--- config.mk ---
export PLATFORM = sky130hd
export DESIGN_NAME = char_scan_ctrl
export DESIGN_NICKNAME = d
export VERILOG_FILES = /design/src/rtl/csc_pkg.sv /design/src/rtl/csc_prescaler.sv /design/src/rtl/csc_char_counter.sv /design/src/rtl/csc_out_stage.sv /design/src/rtl/char_scan_ctrl.sv
export SDC_FILE = /design/constraint.sdc
export NUM_CORES = 1
export LEC_CHECK = 0
export ABC_CLOCK_PERIOD_IN_PS = 2300
export BUFFER_PORTS_ARGS = -buffer_cell sky130_fd_sc_hd__buf_2
export CAP_MARGIN = 40
export CORE_MARGIN = 3
export CORE_UTILIZATION = 40
export DETAILED_ROUTE_END_ITERATION = 6
export GPL_TIMING_DRIVEN = 0
export PLACE_DENSITY = 0.68
export SETUP_SLACK_MARGIN = 0.05
export SYNTH_ARGS = -nofsm -noshare
export SYNTH_HDL_FRONTEND = slang
export SYNTH_SLANG_ARGS = --single-unit
--- constraint.sdc ---
create_clock -name clk -period 2.3 [get_ports clk]
set_clock_uncertainty 0.2 [all_clocks]
set_input_delay 0 -clock clk [delete_from_list [all_inputs] [get_ports clk]]
set_output_delay 0 -clock clk [all_outputs]
set_load 0.005 [all_outputs]
--- src/rtl/csc_pkg.sv ---
package csc_pkg;
  localparam int CODE_BITS = 6;
  localparam logic [CODE_BITS-1:0] EMPTY_CODE = 6'b100000;
endpackage

--- src/rtl/csc_prescaler.sv ---
module csc_prescaler #(
  parameter int PRESCALE = 64,
  localparam int PW = $clog2(PRESCALE)
) (
  input  logic          clk,
  input  logic          rst,
  input  logic          clear,
  input  logic          run,
  output logic [PW-1:0] count,
  output logic          wrap
);
  localparam logic [PW-1:0] LAST = PW'(PRESCALE - 1);

  assign wrap = run && (count == LAST);

  always_ff @(posedge clk) begin
    if (rst || clear) count <= '0;
    else if (run) count <= (count == LAST) ? '0 : count + 1'b1;
  end
endmodule

--- src/rtl/csc_char_counter.sv ---
module csc_char_counter #(
  parameter int NUM_CHARS = 8,
  localparam int IW = $clog2(NUM_CHARS)
) (
  input  logic          clk,
  input  logic          rst,
  input  logic          clear,
  input  logic          step,
  output logic [IW-1:0] idx
);
  localparam logic [IW-1:0] LAST = IW'(NUM_CHARS - 1);

  always_ff @(posedge clk) begin
    if (rst || clear) idx <= '0;
    else if (step) idx <= (idx == LAST) ? '0 : idx + 1'b1;
  end
endmodule

--- src/rtl/csc_out_stage.sv ---
module csc_out_stage
  import csc_pkg::*;
#(
  parameter int NUM_CHARS  = 8,
  parameter int PRESCALE   = 64,
  parameter int BLANK_HALF = 4,
  parameter int SEG_W      = 17,
  localparam int PW = $clog2(PRESCALE),
  localparam int IW = $clog2(NUM_CHARS)
) (
  input  logic                 clk,
  input  logic                 rst,
  input  logic                 standby,
  input  logic [PW-1:0]        pre_cnt,
  input  logic [IW-1:0]        idx,
  input  logic [CODE_BITS-1:0] code,
  input  logic [SEG_W-1:0]     font_seg,
  input  logic                 full_in,
  output logic [NUM_CHARS-1:0] sel_o,
  output logic [SEG_W-1:0]     seg_o,
  output logic                 full_o
);
  localparam logic [PW-1:0] DARK_HI = PW'(PRESCALE - BLANK_HALF);
  localparam logic [PW-1:0] DARK_LO = PW'(BLANK_HALF);
  localparam logic [PW-1:0] GRAB_AT = PW'(BLANK_HALF - 2);

  logic                 dark;
  logic                 grab;
  logic [SEG_W-1:0]     seg_hold;
  logic [NUM_CHARS-1:0] sel_next;

  assign dark = (pre_cnt >= DARK_HI) || (pre_cnt < DARK_LO);
  assign grab = (pre_cnt == GRAB_AT);

  for (genvar i = 0; i < NUM_CHARS; i++) begin : g_sel
    assign sel_next[i] = !dark && (idx == IW'(i));
  end

  always_ff @(posedge clk) begin
    if (rst || standby) seg_hold <= '0;
    else if (grab) seg_hold <= (code == EMPTY_CODE) ? '0 : font_seg;
  end

  always_ff @(posedge clk) begin
    if (rst || standby) begin
      sel_o  <= '0;
      seg_o  <= '0;
      full_o <= 1'b0;
    end else begin
      sel_o  <= sel_next;
      seg_o  <= dark ? '0 : seg_hold;
      full_o <= full_in;
    end
  end
endmodule

--- src/rtl/char_scan_ctrl.sv ---
module char_scan_ctrl
  import csc_pkg::*;
#(
  parameter int NUM_CHARS  = 8,
  parameter int PRESCALE   = 64,
  parameter int BLANK_HALF = 4,
  parameter int SEG_W      = 17,
  localparam int PW = $clog2(PRESCALE),
  localparam int IW = $clog2(NUM_CHARS)
) (
  input  logic                 clk,
  input  logic                 rst,
  input  logic                 standby_i,
  input  logic                 write_busy_i,
  input  logic                 full_in_i,
  output logic                 full_o,
  output logic [IW-1:0]        mem_addr_o,
  input  logic [CODE_BITS-1:0] mem_code_i,
  output logic [CODE_BITS-1:0] font_code_o,
  input  logic [SEG_W-1:0]     font_seg_i,
  output logic [NUM_CHARS-1:0] char_sel_o,
  output logic [SEG_W-1:0]     seg_o
);
  logic [PW-1:0] pre_cnt;
  logic          pre_wrap;
  logic          run;

  assign run         = !write_busy_i && !standby_i;
  assign font_code_o = mem_code_i;

  csc_prescaler #(.PRESCALE(PRESCALE)) u_pre (
    .clk(clk), .rst(rst), .clear(standby_i), .run(run),
    .count(pre_cnt), .wrap(pre_wrap)
  );

  csc_char_counter #(.NUM_CHARS(NUM_CHARS)) u_idx (
    .clk(clk), .rst(rst), .clear(standby_i), .step(pre_wrap),
    .idx(mem_addr_o)
  );

  csc_out_stage #(
    .NUM_CHARS(NUM_CHARS), .PRESCALE(PRESCALE),
    .BLANK_HALF(BLANK_HALF), .SEG_W(SEG_W)
  ) u_out (
    .clk(clk), .rst(rst), .standby(standby_i), .pre_cnt(pre_cnt),
    .idx(mem_addr_o), .code(mem_code_i), .font_seg(font_seg_i),
    .full_in(full_in_i), .sel_o(char_sel_o), .seg_o(seg_o),
    .full_o(full_o)
  );
endmodule

==> impl_metrics.py <==
metrics = {
    "outcome": {
        "status": "finished clean",
    },
    "synth": {
        "synthCells": 198,
        "yosys_warnings": 0,
        "synthesis.area_sq_mm": 0.00200,
        "yosysSeqAreaShare_pct": 52.1,
        "avgSynthCellArea_sq_um": 10.1,
        "synthDistinctLibCells": 32,
        "synthesis.nets": 234,
        "postSynthRegisterBits": 52,
    },
    "cells_and_area": {
        "drive_gt1_share_pct": 31.5,
        "fill_cells": 441,
        "multi_input_area_sq_um": 843,
        "num_antenna_cells": 0,
        "area_growth_syn_to_layout_pct": 39.3,
        "regArea_sq_mm": 0.00104,
        "final_common_cell": "buf_2",
        "final_cell_mix": "64 x buf_2, 52 x dfxtp_1, 38 x nand2_1",
        "fin_area_sq_mm": 0.00279,
        "nets": 333,
    },
    "pwr": {
        "power.switching_w": 0.000330,
        "p_leak_nw": 1.24,
        "p_int_w": 0.00121,
        "power_density_mw_per_mm2": 553,
        "power_frac_seq_pct": 58.7,
        "combPwrFrac_pct": 7.0,
        "switching_share_pct": 21.4,
        "max-vdd-ir-drop_v": 0.000272,
        "power_frac_clock_pct": 34.3,
    },
    "critical_path": {
        "worstPathCellList": "nor4_4 -> and2_1 -> buf_2 -> o22ai_1 -> dlygate4sd3_1",
        "cp.required_ns": 2.28,
        "cp_data_arrival_time_ns": 2.10,
        "start_kind": "flop",
        "end_kind": "flop",
        "slowest_stage": "dlygate4sd3_1",
        "slowest_delay_ns": 0.58,
        "crit_type": "reg -> reg",
        "cp_max_fo": 8,
    },
    "placed_design": {
        "placed_area_sq_mm": 0.00239,
        "io_buffers": 62,
        "hpwl_microns": 2900,
        "place_congestion": 0.762,
    },
    "cts": {
        "clk_path_buf_depth": 2,
        "tritoncts": "yes",
        "clock_latency_ns": 0.30,
        "clk_pin_slew_ns": 0.10,
        "cts_buffers": 5,
        "cts.sinks": 52,
        "cts-root-buf": "clkbuf_8",
        "cts_htree_levels": 2,
        "cts_resized": 0,
    },
    "routing": {
        "ant_nets": 0,
        "drtIter0Drc": 68,
        "totalWireLength_microns": 4150,
        "drtPass1Iterations": 4,
        "drc": 0,
        "num_vias": 1660,
        "wire_per_inst_microns": 11.4,
        "viasPerCell": 4.55,
    },
    "grt": {
        "grt_max_degree": 16,
        "grt_usage_pct": 14.8,
        "grt_pass1_wl_microns": 7110,
        "grt_pass1_vias": 1550,
        "antenna_found_initial": 0,
        "grt-ovfl-total": 0,
    },
    "hold_path": {
        "hp-class": "in -> reg",
    },
    "timing": {
        "maxSlewHeadroom_pct": 58.1,
        "rsz0062_at_grt": "false",
        "tightest_slew_ns": 0.626,
        "finalCritPeriodShare_pct": 92.2,
        "setup_tns_ns": 0,
        "finalHoldViolCount": 0,
        "report.final.slew_viol_count": 0,
        "period_needed_ns": 2.12,
        "setup_viol": 0,
        "max_freq_mhz": 472,
    },
    "die": {
        "io_pins": 63,
        "die_h_microns": 76.7,
        "dieArea_sq_mm": 0.00588,
        "die_w_microns": 76.7,
        "rows": 25,
        "start_util_pct": 41.8,
        "core_sq_mm": 0.00479,
    },
    "run": {
        "max_cap_viol_count": 0,
    },
}
## per-layer routing
layer  vias to the layer above  track usage, %  wire length [microns]
met5                         -               0                      0
li1                        863               -                      -
met2                        62            24.9                   2040
met4                         0            3.80                     24
met3                         4            3.87                    282
met1                       731            18.8                   1800
## sequential cells by signal, indices dropped and copies added (netlist names)
name            flops
u_pre.count         6
u_out.seg_o        17
u_out.full_o        1
u_idx.idx           3
u_out.seg_hold     17
u_out.sel_o         8
## Yosys cell counts
library cell  number  area, sq um
or3b_1             1         8.76
o22ai_1            7         43.8
a211o_1            1         8.76
inv_1              5         18.8
nor3_2             1         10.0
and3_1             6         37.5
and4_1             1         8.76
o21ai_0            3         15.0
o311ai_4           1         26.3
nor4_4             1         21.3
nand2_1           38          143
buf_2              2         10.0
nand4_1            2         12.5
or4b_4             1         13.8
o31ai_1            1         7.51
o21bai_1           1         7.51
nor2_1             4         15.0
or3_1              2         12.5
ha_1               8          100
a211oi_1           2         15.0
dfxtp_1           52         1040
a21oi_1            7         35.0
buf_6              1         11.3
nand4bb_1          1         11.3
and2_1            21          131
or2_0              1         6.26
buf_4              7         52.6
or4_1              1         7.51
clkbuf_1           6         22.5
o22ai_2           10          125
nand3_1            1         5.00
nor3b_1            2         15.0
## worst paths after layout
| path | start | endpoint | slack (ns) | cells after the start |
|---|---|---|---|---|
| worst max-delay path | u_pre.count[3] | u_out.seg_hold[16] | 0.18 | 5 |
| worst min-delay path | standby_i | u_pre.count[3] | 0.03 | 4 |
| worst max register to register | u_pre.count[3] | u_out.seg_hold[16] | 0.18 | 5 |
| worst min register to register | u_out.seg_hold[12] | u_out.seg_o[12] | 0.25 | 1 |
## power by group through the flow
stage / Combinational [W] / Sequential, W / Clock (W)
finish: 0.000108 / 0.000904 / 0.000529
CTS: 0.000108 / 0.000904 / 0.000543
global route: 0.000120 / 0.000905 / 0.000590
detailed placement: 0.0000779 / 0.000925 / 0
global placement: 0.0000782 / 0.000925 / 0
floorplan: 0.0000375 / 0.000925 / 0
## worst max-delay path, delay by kind of cell, from the launching register on
kind                   cells  cell delay (ns)
buffers and inverters      2             0.78
AND/OR/NAND/NOR            2             0.52
flip-flops                 1             0.39
AO/OA/AOI/OAI              1             0.11
## cell families after synthesis
family | count (synthesis) | share of synthesized area (%)
fa+ha+maj | 8 | 5.01
simple gates | 84 | 23.0
compound gates | 33 | 14.2
flops | 52 | 52.1
buf+inv | 21 | 5.76
## metrics by stage
step	std cells	hold WS, ns	setup slack [ns]	power (W)	utilization, %
6_report	365	0.0272	0.179	0.00154	58.2
2_1_floorplan	198	-0.119	0.523	0.000962	-
3_3_place_gp	327	0.00125	0.413	0.00100	50.0
5_1_grt	365	0.0712	0.0901	0.00161	58.2
4_1_cts	364	0.0143	0.113	0.00156	58.0
3_5_place_dp	327	0.00319	0.368	0.00100	50.0
## cell type report
cell class              instances  area share [%]
plain buffers                  16            3.46
multi-input cells             125            30.3
clock buffers                   7            3.10
inverters                       5           0.674
repair buffers                 92            21.8
clock inverters                 1           0.270
flip-flops and latches         52            37.4
well taps                      67            3.01
## what timing repair did
action,in CTS,in global routing
setup endpoints to repair,0,6
endpoints found under the hold margin,25,0
hold buffers,29,0
buffers inserted,0,1
(Power assumes the default switching activity.)
